**config.mk**
```make
export PLATFORM = sky130hd
export DESIGN_NAME = dbg_console_port
export DESIGN_NICKNAME = d
export VERILOG_FILES = /design/src/rtl/dbgc_pkg.sv /design/src/rtl/dbgc_fifo.sv /design/src/rtl/dbgc_ctrl.sv /design/src/rtl/dbg_console_port.sv
export SDC_FILE = /design/constraint.sdc
export NUM_CORES = 1
export LEC_CHECK = 0
export ABC_CLOCK_PERIOD_IN_PS = 7300
export BUFFER_PORTS_ARGS = -buffer_cell sky130_fd_sc_hd__buf_2
export CORE_AREA = 4 4 275 277
export DETAILED_ROUTE_END_ITERATION = 16
export DIE_AREA = 0 0 279 281
export PLACE_DENSITY = 0.86
export RECOVER_POWER = 100
export REMOVE_ABC_BUFFERS = 1
export SYNTH_ARGS = -nofsm -noshare
export SYNTH_HDL_FRONTEND = slang
export SYNTH_HIERARCHICAL = 1
export SYNTH_SLANG_ARGS = --single-unit
```
**constraint.sdc**
```tcl
create_clock -name clk -period 7.3 [get_ports clk]
set_input_delay 0.73 -clock clk [delete_from_list [all_inputs] [get_ports clk]]
set_output_delay 0.73 -clock clk [all_outputs]
set_load 0.02 [all_outputs]
```
**src/rtl/dbgc_pkg.sv**
```systemverilog
`timescale 1ns/1ps
package dbgc_pkg;
  // control register bit positions, software-visible
  localparam int unsigned CB_RIE = 0;
  localparam int unsigned CB_WIE = 1;
  localparam int unsigned CB_RIP = 8;
  localparam int unsigned CB_WIP = 9;
  localparam int unsigned CB_ACT = 10;
  // data register bit positions
  localparam int unsigned DB_VALID = 15;
  localparam int unsigned CNT_LSB = 16;
  localparam int unsigned CNT_W = 16;

  typedef struct packed {
    logic act;
    logic wie;
    logic rie;
  } ctl_state_t;
endpackage

```
**src/rtl/dbgc_fifo.sv**
```systemverilog
`timescale 1ns/1ps
module dbgc_fifo #(
  parameter int unsigned DEPTH = 64,
  parameter int unsigned WIDTH = 8
) (
  input  logic             clk,
  input  logic             rst,
  input  logic             push,
  input  logic [WIDTH-1:0] din,
  input  logic             pop,
  output logic [WIDTH-1:0] dout,
  output logic [$clog2(DEPTH):0] count,
  output logic             full,
  output logic             empty
);
  localparam int unsigned AW = (DEPTH > 1) ? $clog2(DEPTH) : 1;
  localparam int unsigned CW = $clog2(DEPTH) + 1;
  localparam logic [AW-1:0] LAST = AW'(DEPTH - 1);

  logic [WIDTH-1:0] mem [DEPTH];
  logic [AW-1:0]    wr_ptr, rd_ptr;
  logic [CW-1:0]    cnt;
  logic             do_push, do_pop;

  assign full    = (cnt == CW'(DEPTH));
  assign empty   = (cnt == '0);
  assign do_push = push && !full;
  assign do_pop  = pop && !empty;
  assign dout    = mem[rd_ptr];
  assign count   = cnt;

  // storage without reset so it maps onto RAM primitives
  always_ff @(posedge clk) begin
    if (do_push) mem[wr_ptr] <= din;
  end

  always_ff @(posedge clk) begin
    if (rst) begin
      wr_ptr <= '0;
      rd_ptr <= '0;
      cnt    <= '0;
    end else begin
      if (do_push) wr_ptr <= (wr_ptr == LAST) ? '0 : wr_ptr + 1'b1;
      if (do_pop)  rd_ptr <= (rd_ptr == LAST) ? '0 : rd_ptr + 1'b1;
      case ({do_push, do_pop})
        2'b10:   cnt <= cnt + 1'b1;
        2'b01:   cnt <= cnt - 1'b1;
        default: cnt <= cnt;
      endcase
    end
  end

  // fill never exceeds the depth
  p_fill_bound_r7: assert property (@(posedge clk) disable iff (rst)
    cnt <= CW'(DEPTH));

  // a push into a full queue without a pop leaves it untouched
  p_full_drop_r6: assert property (@(posedge clk) disable iff (rst)
    (full && push && !pop) |=> ($stable(cnt) && $stable(wr_ptr)));

  // a lone pop of a non-empty queue lowers the fill by one
  p_pop_dec_r4: assert property (@(posedge clk) disable iff (rst)
    (pop && !empty && !(push && !full)) |=> (cnt == $past(cnt) - 1'b1));
endmodule

```
**src/rtl/dbgc_ctrl.sv**
```systemverilog
`timescale 1ns/1ps
module dbgc_ctrl
  import dbgc_pkg::*;
(
  input  logic       clk,
  input  logic       rst,
  input  logic       ctl_wr,
  input  logic       wr_rie,
  input  logic       wr_wie,
  input  logic       wr_act_clr,
  input  logic       host_access,
  input  logic       rx_nonempty,
  input  logic       tx_has_space,
  output ctl_state_t ctl,
  output logic       irq
);
  always_ff @(posedge clk) begin
    if (rst) begin
      ctl <= '0;
      irq <= 1'b0;
    end else begin
      if (ctl_wr) begin
        ctl.rie <= wr_rie;
        ctl.wie <= wr_wie;
      end
      // a host transfer in the clearing cycle wins, so no activity is lost
      if (host_access)              ctl.act <= 1'b1;
      else if (ctl_wr && wr_act_clr) ctl.act <= 1'b0;
      irq <= (ctl.rie && rx_nonempty) || (ctl.wie && tx_has_space);
    end
  end

  // any host transfer leaves the activity flag set
  p_act_set_r9: assert property (@(posedge clk) disable iff (rst)
    host_access |=> ctl.act);

  // the interrupt never rises without an enable in the cycle before
  p_irq_enable_r11: assert property (@(posedge clk) disable iff (rst)
    irq |-> $past(ctl.rie || ctl.wie));
endmodule

```
**src/rtl/dbg_console_port.sv**
```systemverilog
`timescale 1ns/1ps
module dbg_console_port
  import dbgc_pkg::*;
#(
  parameter int unsigned DEPTH = 64
) (
  input  logic        clk,
  input  logic        rst,
  input  logic        bus_sel,
  input  logic        bus_wr,
  input  logic        bus_word,
  input  logic [31:0] bus_wdata,
  output logic [31:0] bus_rdata,
  input  logic [7:0]  host_rx_data,
  input  logic        host_rx_valid,
  output logic        host_rx_ready,
  output logic [7:0]  host_tx_data,
  output logic        host_tx_valid,
  input  logic        host_tx_ready,
  output logic        irq
);
  localparam int unsigned CW = $clog2(DEPTH) + 1;

  logic          rd_data, wr_data, rd_ctl, wr_ctl;
  logic [7:0]    rx_dout;
  logic [CW-1:0] rx_cnt, tx_cnt;
  logic          rx_full, rx_empty, tx_full, tx_empty;
  logic          host_access;
  ctl_state_t    ctl;
  logic [CNT_W-1:0] rx_left, tx_free;
  logic          unused_wbits;

  assign rd_data = bus_sel && !bus_wr && !bus_word;
  assign wr_data = bus_sel &&  bus_wr && !bus_word;
  assign rd_ctl  = bus_sel && !bus_wr &&  bus_word;
  assign wr_ctl  = bus_sel &&  bus_wr &&  bus_word;
  assign unused_wbits = ^{bus_wdata[31:11], bus_wdata[9:8], bus_wdata[7:2]};

  dbgc_fifo #(.DEPTH(DEPTH), .WIDTH(8)) u_rx_q (
    .clk(clk), .rst(rst),
    .push(host_rx_valid), .din(host_rx_data),
    .pop(rd_data), .dout(rx_dout),
    .count(rx_cnt), .full(rx_full), .empty(rx_empty)
  );

  dbgc_fifo #(.DEPTH(DEPTH), .WIDTH(8)) u_tx_q (
    .clk(clk), .rst(rst),
    .push(wr_data), .din(bus_wdata[7:0]),
    .pop(host_tx_ready), .dout(host_tx_data),
    .count(tx_cnt), .full(tx_full), .empty(tx_empty)
  );

  assign host_rx_ready = !rx_full;
  assign host_tx_valid = !tx_empty;
  assign host_access   = (host_rx_valid && !rx_full) || (host_tx_ready && !tx_empty);
  assign rx_left       = rx_empty ? '0 : CNT_W'(rx_cnt) - 1'b1;
  assign tx_free       = CNT_W'(DEPTH) - CNT_W'(tx_cnt);

  dbgc_ctrl u_ctrl (
    .clk(clk), .rst(rst),
    .ctl_wr(wr_ctl),
    .wr_rie(bus_wdata[CB_RIE]), .wr_wie(bus_wdata[CB_WIE]),
    .wr_act_clr(bus_wdata[CB_ACT]),
    .host_access(host_access),
    .rx_nonempty(!rx_empty), .tx_has_space(!tx_full),
    .ctl(ctl), .irq(irq)
  );

  always_ff @(posedge clk) begin
    if (rst) begin
      bus_rdata <= '0;
    end else if (rd_data) begin
      bus_rdata <= '0;
      if (!rx_empty) begin
        bus_rdata[7:0]                   <= rx_dout;
        bus_rdata[DB_VALID]              <= 1'b1;
        bus_rdata[CNT_LSB +: CNT_W]      <= rx_left;
      end
    end else if (rd_ctl) begin
      bus_rdata <= '0;
      bus_rdata[CB_RIE]                  <= ctl.rie;
      bus_rdata[CB_WIE]                  <= ctl.wie;
      bus_rdata[CB_RIP]                  <= !rx_empty;
      bus_rdata[CB_WIP]                  <= !tx_full;
      bus_rdata[CB_ACT]                  <= ctl.act;
      bus_rdata[CNT_LSB +: CNT_W]        <= tx_free;
    end
  end

  // reserved data bits are zero on every data read
  p_resv_zero_r2: assert property (@(posedge clk) disable iff (rst)
    rd_data |=> (bus_rdata[14:8] == 7'd0));

  // reading an empty receive queue returns an all-zero word
  p_empty_read_r4: assert property (@(posedge clk) disable iff (rst)
    (rd_data && rx_empty) |=> (bus_rdata == 32'd0));

  // the host cannot be told ready while the receive queue is full
  p_rx_ready_r7: assert property (@(posedge clk) disable iff (rst)
    rx_full |-> !host_rx_ready);
endmodule

```
# Word level (Yosys, flattened, before mapping)
# Memories as Yosys holds them, arrays and structs flattened. A register that Yosys moved wholly into a read port is not among the register bits.
# Cells that the tools add are included.
[op_classes]
n_mux = 20
add_sub_neg = 10
eq_ne = 10
reduce_logical = 28
[ops]
columns = ["operator", "n"]
rows = [
  ["$mux W32", 2],
  ["$mux W6", 8],
  ["$pmux W7 S2", 2],
  ["$add A6 B1 Y6 const B", 4],
  ["$eq A6 B6 Y1 const B", 4],
  ["$mux W17", 1],
  ["$add A7 B1 Y7 const B", 2],
  ["$eq A7 B7 Y1 const B", 2],
  ["$logic_not A7 Y1", 2],
  ["$sub A7 B1 Y7 const B", 2],
  ["$logic_and A1 B1 Y1", 13],
  ["$mux W8", 1],
  ["$reduce_bool A2 Y1", 4],
  ["$sub A7 B1 Y8 const B", 1],
  ["$sub A7 B7 Y8 const A", 1],
  ["$logic_not A1 Y1", 6],
  ["$mux W1", 6],
  ["$eq A2 B1 Y1 const B", 2],
  ["$eq A2 B2 Y1 const B", 2],
  ["$logic_or A1 B1 Y1", 2],
  ["$reduce_or A2 Y1", 1],
]
[totals]
word_cells = 82
out_inout_bits = 43
n_memories = 2
inputBits = 47
mem_bits_rw = 1024
ff_bits = 70
[mem_list]
columns = ["name", "words", "width", "rd", "rd_ports_with_merged_regs", "write_ports", "line", "rtl"]
rows = [
  ["u_rx_q.mem", 64, 8, 1, 1, 1, "dbgc_fifo.sv:20", "logic [WIDTH-1:0] mem [DEPTH];"],
  ["u_tx_q.mem", 64, 8, 1, 1, 1, "dbgc_fifo.sv:20", ""],
]

# Longest topological paths before layout
# Gate-level depths: netlist of the first run.
[logic_depth]
ltp_word = 6
ltp_mapped = 14
mapped_depth_nobuf = 13

# Hierarchy
# Netlist of the first run, hierarchy kept.
[by_module_without_submodules]
columns = ["mod", "instances", "area_per_inst_um2", "seq_area_each_um2", "cells_per_inst"]
rows = [
  ["dbgc_fifo (u_tx_q)", 1, 21242.9, 15875.2, 1089],
  ["dbgc_fifo (u_rx_q)", 1, 21207.8, 15875.2, 1057],
  ["dbg_console_port", 1, 1131.1, 400.4, 142],
  ["dbgc_ctrl", 1, 135.1, 80.1, 13],
]

# Worst setup path before layout of the first run
# No wires, ideal clock.
[synth_path]
path_type = "in2reg"
start = "in bus_wr"
end = "reg u_rx_q.cnt[4] (netlist: u_rx_q/count[4])"
cell_stages = 14
slack_ns = 3.864
path_buffers = 3
t_arrival_ns = 3.312
setup_ns = 0.123
required_time_ns = 7.177
cell_sequence = "nand2b_1 > clkbuf_1 > nor2_1 > o31a_1 > buf_6 > ha_1 > clkbuf_1 > xor2_1 > ha_1 > or3_2 > a21oi_1 > or4b_1 > a21oi_1 > mux2_1"
[synth_via]
elab_chain_len = 6
elab_cells_between_ends = 8
classes_between = "eq/ne (2); mux (1); reduce/logical (5)"
[synth_lines]
columns = ["item", "line", "rtl"]
rows = [
  ["start: declaration", "dbg_console_port.sv:10", "input logic bus_wr,"],
  ["$logic_not A1 Y1 *", "dbg_console_port.sv:33", "assign rd_data = bus_sel && !bus_wr && !bus_word;"],
  ["$logic_and A1 B1 Y1 * (2 in series)", "dbg_console_port.sv:33", ""],
  ["via rd_data", "dbg_console_port.sv:24", "logic rd_data, wr_data, rd_ctl, wr_ctl;"],
  ["$logic_and A1 B1 Y1 *", "dbgc_fifo.sv:28", "assign do_pop = pop && !empty;"],
  ["$eq A2 B1 Y1 / $eq A2 B2 Y1 (equally long branches)", "dbgc_fifo.sv:45", "case ({do_push, do_pop})"],
  ["$pmux W7 S2 / $reduce_bool A2 Y1 (equally long branches)", "n/a", ""],
  ["end signal: assignment", "dbgc_fifo.sv:46", "2'b10: cnt <= cnt + 1'b1;"],
  ["end signal: assignment", "dbgc_fifo.sv:47", "2'b01: cnt <= cnt - 1'b1;"],
  ["end signal: assignment", "dbgc_fifo.sv:48", "default: cnt <= cnt;"],
  ["end: declaration", "dbgc_fifo.sv:22", "logic [CW-1:0] cnt;"],
]
# Mark *: on every way through the listed nets, which the timed path passes. The rest lies on a longest branch.
# A chain may end at the register's enable or synchronous reset.

==> results of run 1 <==
## metal layers
layer	routed length, microns	part of all wire	vias up	global-route usage
li1	-	-	9431	-
met1	35500	0.35	11934	0.345
met2	51800	0.50	1688	0.443
met3	9800	0.095	365	0.0459
met4	5590	0.054	2	0.114
met5	13	0.00013	-	0
## worst paths after layout
| kind | start | end | slack (ps) | cells past startpoint |
|---|---|---|---|---|
| max | flop | host_tx_data[6] | 1740 | 7 |
| min | bus_wdata[10] | u_ctrl/ctl[2] | 260 | 2 |
| min reg2reg | bus_rdata[10] | bus_rdata[10] | 460 | 2 |
| max reg2reg | flop | bus_rdata[0] | 1780 | 7 |
## stage by stage
stage	setup WS (ps)	std cells	hold WS [ps]	cell area [sq um]
after CTS	2520	3390	221	48000
after global placement	3340	3194	450	44500
after detailed placement	3260	3194	453	44500
after floorplan	176	2157	442	42800
after global routing	1230	3390	257	47800
final	1740	3391	263	47800
## sequential cells by signal (all words and copies together), names as in the netlist, named ones only
| name | flops |
|---|---|
| u_ctrl/irq | 1 |
| u_tx_q/rd_ptr | 6 |
| u_ctrl/ctl | 3 |
| u_tx_q/count | 7 |
| u_rx_q/count | 7 |
| u_tx_q/wr_ptr | 6 |
| u_rx_q/wr_ptr | 6 |
| u_rx_q/mem | 512 |
| bus_rdata | 20 |
| u_tx_q/mem | 512 |
| u_rx_q/rd_ptr | 6 |
## cells by family (layout without fill, tap and decap cells)
kind of cell             count (synthesis)  in the layout
AND/OR/NAND/NOR                        449            449
buffers and inverters                  171            298
XOR/XNOR                                24             24
adder cells (fa/ha/maj)                 12             12
other                                    1              5
multiplexers                           308            308
AO/OA/AOI/OAI                          238            238
flip-flops                            1098           1098
## layout by cell type, fill, tap and decap left out, types with 8 or more instances in the layout
cell type and instances:
nor2_1 219, a22oi_1 19, edfxtp_1 1024, clkinv_2 12, mux4_1 12, ha_1 12
o31ai_1 9, buf_2 13, a31oi_1 23, a21oi_1 34, nand3b_1 11, nand3_1 38
o221ai_1 13, buf_4 11, or3_1 14, nor2b_1 19, xnor2_1 8, o21ai_0 29
nand2_1 60, o22ai_1 50, inv_1 23, nand2b_1 11, mux4_2 240, xor2_1 16
mux2_2 27, dfxtp_1 69, clkbuf_16 104, mux2i_1 27, clkbuf_1 73, clkinv_1 21
nor3_1 29, bufinv_16 13
## worst register-to-register path: cells and delay by family (launching register included)
kind | cells | cell delay, ps
AOI/OAI and AO/OA | 3 | 1110
muxes | 2 | 830
buffers and inverters | 1 | 2040
and+or+nand+nor | 1 | 190
DFF | 1 | 1290
## cells in the mapped netlist (all sizes together), types with 11 or more instances
cell type  instances
a21oi             34
a22oi             19
a31oi             23
buf               98
clkbuf            49
dfxtp             74
edfxtp          1024
ha                12
inv               24
mux2              29
mux2i             27
mux4             252
nand2             60
nand2b            11
nand3             40
nand3b            11
nor2             219
nor2b             19
nor3              29
o21ai             32
o221ai            13
o22ai             50
or3               16
xor2              16
## final cells by class
type	instances	area, sq um	area share
repair buffers	78	383	0.00800
diodes	1	2.50	0.0000523
clock buffers	128	2720	0.0569
clock inverters	68	783	0.0164
inverters	24	90.1	0.00188
well taps	959	1200	0.0251
multi-input cells	1035	10400	0.218
flip-flops and latches	1098	32200	0.674
## power by group through the flow
| stage | Sequential [mW] | Clock, mW | Combinational [mW] |
|---|---|---|---|
| 3_3_place_gp | 7.20 | 0 | 1.23 |
| 3_5_place_dp | 7.20 | 0 | 1.28 |
| 6_report | 7.08 | 5.52 | 1.29 |
| 2_1_floorplan | 7.25 | 0 | 0.887 |
| 5_1_grt | 7.09 | 5.87 | 1.38 |
| 4_1_cts | 7.07 | 5.58 | 1.30 |
==> results by group, run 1 <==
Synth
  • Ys flop type: edfxtp_1
  • Mux contribution to synthesized area: 0.145
  • Mapped Avg Cell Area: 19.0 sq um
  • Distinct cells, synth: 82
  • Post-Synth XOR/XNOR Area: 0.00481
  • Post-Synth Adder-Cell Area: 0.00343
  • Synthesis warning total: 6
  • Yosys top cell area share: 0.703
  • Largest cells by area after synthesis: edfxtp_1 70%, mux4_2 12%, dfxtp_1 3.4%
  • Number of synthesized flops with an enable pin: 1024
  • Compound-cell area share of the yosys netlist: 0.0382
  • Simple-Gate Fraction of Synth Area: 0.0486
  • Main combinational cell family by area after synthesis: multiplexers
  • Sequential area share after synthesis: 0.737
  • Synth Register Bits: between 1000 and 1500
  • Synth area leader: edfxtp_1
  • Netlist area before placement: ~0.044 sq mm
  • Asr flop ratio synth: 0
  • Post-Syn Instances: ~2300

Global route
  • Largest net degree at the start of global routing: about 110
  • First-pass GRT wire length: between 150000 and 200000 microns
  • Initial antenna violation count: 1
  • Total grt overflow: 0
  • Vias in the first global route: ~24000
  • Total GRT Usage: 0.264

Hold path
  • Min-Delay Path Class: in -> reg

Routing
  • WL final: roughly 100000 microns
  • DR WL/cell: slightly above 30 microns
  • Starting DRC count in detailed routing: around 3200
  • Residual DRC: 0
  • First-pass detailed-route iteration total: 6
  • ANT nets after route: 0
  • Vias: ~23000
  • Vias/cell: between 6 and 7

Pwr
  • Max VDD drop: 0.274 mV
  • Sw Ratio: 0.235
  • Register share of total power: 0.510
  • Int Power: about 11 mW
  • Combinational Power Share: 0.093
  • Psw: between 3 and 4 mW
  • Leak Pwr: between 10 and 15 nW
  • Clock share of power: 0.397
  • PwrDens: 290 mW/mm^2
  • Tot Pwr: roughly 14 mW

Timing
  • Achievable Freq: ~0.18 GHz
  • Setup Viol. Count Final: 0
  • Max-slew headroom: -1.09
  • Crit share post-route: 0.761
  • Tmin final: 5560 ps
  • Hold Violations, Final: 0
  • Slew Limit Fails: approximately 1100
  • Setup_tns: 0 ps
  • Worst Tran Pin Value: 3130 ps
  • RSZ-0062 raised after global routing: false
  • Final clock skew: between 20 and 30 ps

Layout
  • Nets: approximately 2400
  • Layout cells sized above 1: 0.194
  • Area grow syn2layout: 9.45%
  • Fin util: 0.657
  • FILL cells: about 4400

Critical path
  • Req. time, crit path: approximately 6600 ps
  • Critical Path Max Stage Delay: 1320 ps
  • CP startpoint kind: flop
  • Setup CP Type: reg -> out
  • Crit-path cells: clkbuf_1, mux4_2, nor2b_1, a2111oi_0, nor3_1, a22o_1, buf_2
  • Top delay family on crit path: buffers and inverters
  • CP max FO: 47
  • CP bufs+invs: 2
  • CP Data Arrival Time: between 4000 and 5000 ps
  • Crit end category: primary output
  • CP max-delay cell: clkbuf_1

Place
  • DP HPWL: approximately 57000 microns
  • Final Wtd Congestion: about 0.84
  • Port buffer count: 62

Clock network
  • H-Tree Level Count: 3
  • Longest Clk Path Bufs: 3
  • Clock sink count: roughly 1100
  • Hold buffers post-CTS: 0
  • CTS tree: done
  • Skew-Pair Late Insertion Delay: about 680 ps
  • Setup Fix Bufs, Post-CTS: 0
  • Root Buffer Master: clkbuf_16
  • CTS resizes: 0
  • Number of buffers created by CTS: between 100 and 150
  • Clock transition at path regs: roughly 70 ps

Die
  • DIE AREA: about 0.08 sq mm
  • Core Area: 0.0728 sq mm
  • I/O pins: 90
  • Initial core utilization: 0.600
  • Die Y: ~280 microns
  • Std-Cell Rows: ~100
  • Die Span X: roughly 280 microns

Job
  • Max cap viols: 19

Run status
  • Outcome: finished with violations
  • Failing checks: capacitance limit, slew limit
Note: power is estimated with default switching activity, not from simulation.
==> run 2, diff against run 1 <==
--- a/config.mk
+++ b/config.mk
@@ -5,12 +5,12 @@
 export SDC_FILE = /design/constraint.sdc
 export NUM_CORES = 1
 export LEC_CHECK = 0
-export ABC_CLOCK_PERIOD_IN_PS = 7300
+export ABC_CLOCK_PERIOD_IN_PS = 4880
 export BUFFER_PORTS_ARGS = -buffer_cell sky130_fd_sc_hd__buf_2
-export CORE_AREA = 4 4 275 277
+export CORE_AREA = 4 4 285 287
 export DETAILED_ROUTE_END_ITERATION = 16
-export DIE_AREA = 0 0 279 281
-export PLACE_DENSITY = 0.86
+export DIE_AREA = 0 0 289 291
+export PLACE_DENSITY = 0.85
 export RECOVER_POWER = 100
 export REMOVE_ABC_BUFFERS = 1
 export SYNTH_ARGS = -nofsm -noshare
==> constraint.sdc (replaced) <==
create_clock -name clk -period 4.88 [get_ports clk]
set_input_delay 0.488 -clock clk [delete_from_list [all_inputs] [get_ports clk]]
set_output_delay 0.488 -clock clk [all_outputs]
set_load 0.02 [all_outputs]
==> results by group, run 2 (synthesized netlist as in run 1, its figures left out) <==
Run status
  • Outcome: finished with violations
  • Failing checks: capacitance limit, slew limit

Layout
  • Most frequent cells in the layout: 1024 x edfxtp_1, 240 x mux4_2, 219 x nor2_1, 101 x clkbuf_16, 73 x clkbuf_1
  • Largest regs: u_rx_q/mem x512, u_tx_q/mem x512, bus_rdata x20
  • Design area: ~0.048 sq mm
  • Fin util: 0.607
  • Area grow syn2layout: 9.22%
  • Nets: 2411
  • Layout cells sized above 1: 0.193
  • Most common cell after layout, fill and taps aside: edfxtp_1

Place
  • Port buffer count: between 60 and 70
  • Final Wtd Congestion: ~0.86
  • Worst slack at placement: ~1200 ps
  • DP HPWL: roughly 58000 microns
  • Area after DPL: ~0.045 sq mm

Clock network
  • Longest Clk Path Bufs: 3
  • CTS resizes: 0
  • Clock sink count: roughly 1100
  • H-Tree Level Count: 3
  • Clock transition at path regs: about 60 ps
  • Number of buffers created by CTS: 98
  • Skew-Pair Late Insertion Delay: roughly 660 ps
  • Root Buffer Master: clkbuf_16
  • Setup Fix Bufs, Post-CTS: 0
  • Hold buffers post-CTS: 0
  • CTS tree: done

Die
  • Initial core utilization: 0.556
  • Die Y: 291 microns
  • DIE AREA: 0.0841 sq mm
  • I/O pins: 90
  • Std-Cell Rows: between 100 and 150
  • Die Span X: between 200 and 300 microns
  • Core Area: slightly below 0.08 sq mm

Global route
  • Total grt overflow: 0
  • First-pass GRT wire length: between 150000 and 200000 microns
  • Vias in the first global route: 23698
  • Initial antenna violation count: 1
  • Largest net degree at the start of global routing: 68
  • Total GRT Usage: 0.243

Timing
  • Tmin final: between 4000 and 5000 ps
  • Crit share post-route: 0.857
  • RSZ-0062 raised after global routing: false
  • Hold Violations, Final: 0
  • Max-slew headroom: -1.10
  • Setup Viol. Count Final: 0
  • Final clock skew: 32.5 ps
  • Slew Limit Fails: 1095
  • Worst Tran Pin Value: 3150 ps
  • Achievable Freq: approximately 0.24 GHz
  • Setup slack after layout: ~700 ps

Critical path
  • CP max-delay cell: clkbuf_2
  • Crit-path cells: clkbuf_2, buf_4, mux4_2, nand2_1, a31oi_1, a21oi_1, o21ai_0, clkbuf_1
  • CP Data Arrival Time: about 3700 ps
  • Setup CP Type: reg -> out
  • CP startpoint kind: flop
  • CP max FO: 21
  • Crit end category: primary output
  • Critical Path Max Stage Delay: a little under 700 ps
  • Req. time, crit path: about 4400 ps

Routing
  • Residual DRC: 0
  • DR WL/cell: 29.4 microns
  • Starting DRC count in detailed routing: roughly 3200
  • Vias/cell: approximately 6.7
  • Vias: around 23000
  • ANT nets after route: 0
  • First-pass detailed-route iteration total: 6
  • WL final: about 100000 microns

Pwr
  • PwrDens: about 420 mW/mm^2
  • Max VDD drop: just under 0.4 mV
  • Tot Pwr: between 20 and 25 mW
  • Leak Pwr: 14.4 nW

Job
  • Max cap viols: 18

Hold path
  • Min-Delay Path Class: in -> reg
  • HP Start: bus_wdata[10]
[run 2: per-layer routing]
metal	part of all wire	wire (microns)	track usage
met2	0.51	52000	0.407
met5	0	0	0
met1	0.34	35100	0.314
met4	0.048	4960	0.100
met3	0.10	10200	0.0493
[run 2: worst max-delay path, delay by kind of cell, from the launching register on]
family	cells	cell delay, ps
and+or+nand+nor	1	110
buffers and inverters	3	1210
muxes	1	580
DFF	1	560
AOI/OAI and AO/OA	3	590
[run 2: path summary, 6_finish.rpt]
kind | endpoint | slack, ps | cells after the start
setup / recovery | host_tx_data[3] | 700 | 8
hold reg to reg | bus_rdata[8] | 470 | 2
hold / removal | u_ctrl/ctl[2] | 60 | 2
setup reg to reg | bus_rdata[3] | 740 | 9
[run 2: where the power goes]
| part | switching, mW | total [mW] | leakage (nW) | internal (mW) |
|---|---|---|---|---|
| Sequential | 0.182 | 10.6 | 9.81 | 10.4 |
| Combinational | 1.15 | 1.98 | 3.07 | 0.828 |
| Clock | 3.29 | 7.55 | 1.52 | 4.26 |
| Total | 4.63 | 20.1 | 14.4 | 15.5 |
[run 2: final cells by class]
cell class                 instances  area [sq um]
multi-input combinational       1035         10400
inverter                          24          90.1
clock inverter                    53           455
fill                            5207         30900
tap                             1050          1310
antenna                            1          2.50
timing repair buffer              95           543
sequential                      1098         32200
clock buffer                     124          2650
[run 2: through the flow]
step	hold WS (ps)	cells	setup TNS (ps)
final	59.9	3480	0
after global routing	74.0	3479	0
after CTS	31.3	3479	0
after detailed placement	442	3302	0
after global placement	441	3302	0
after floorplan	442	2157	-21240
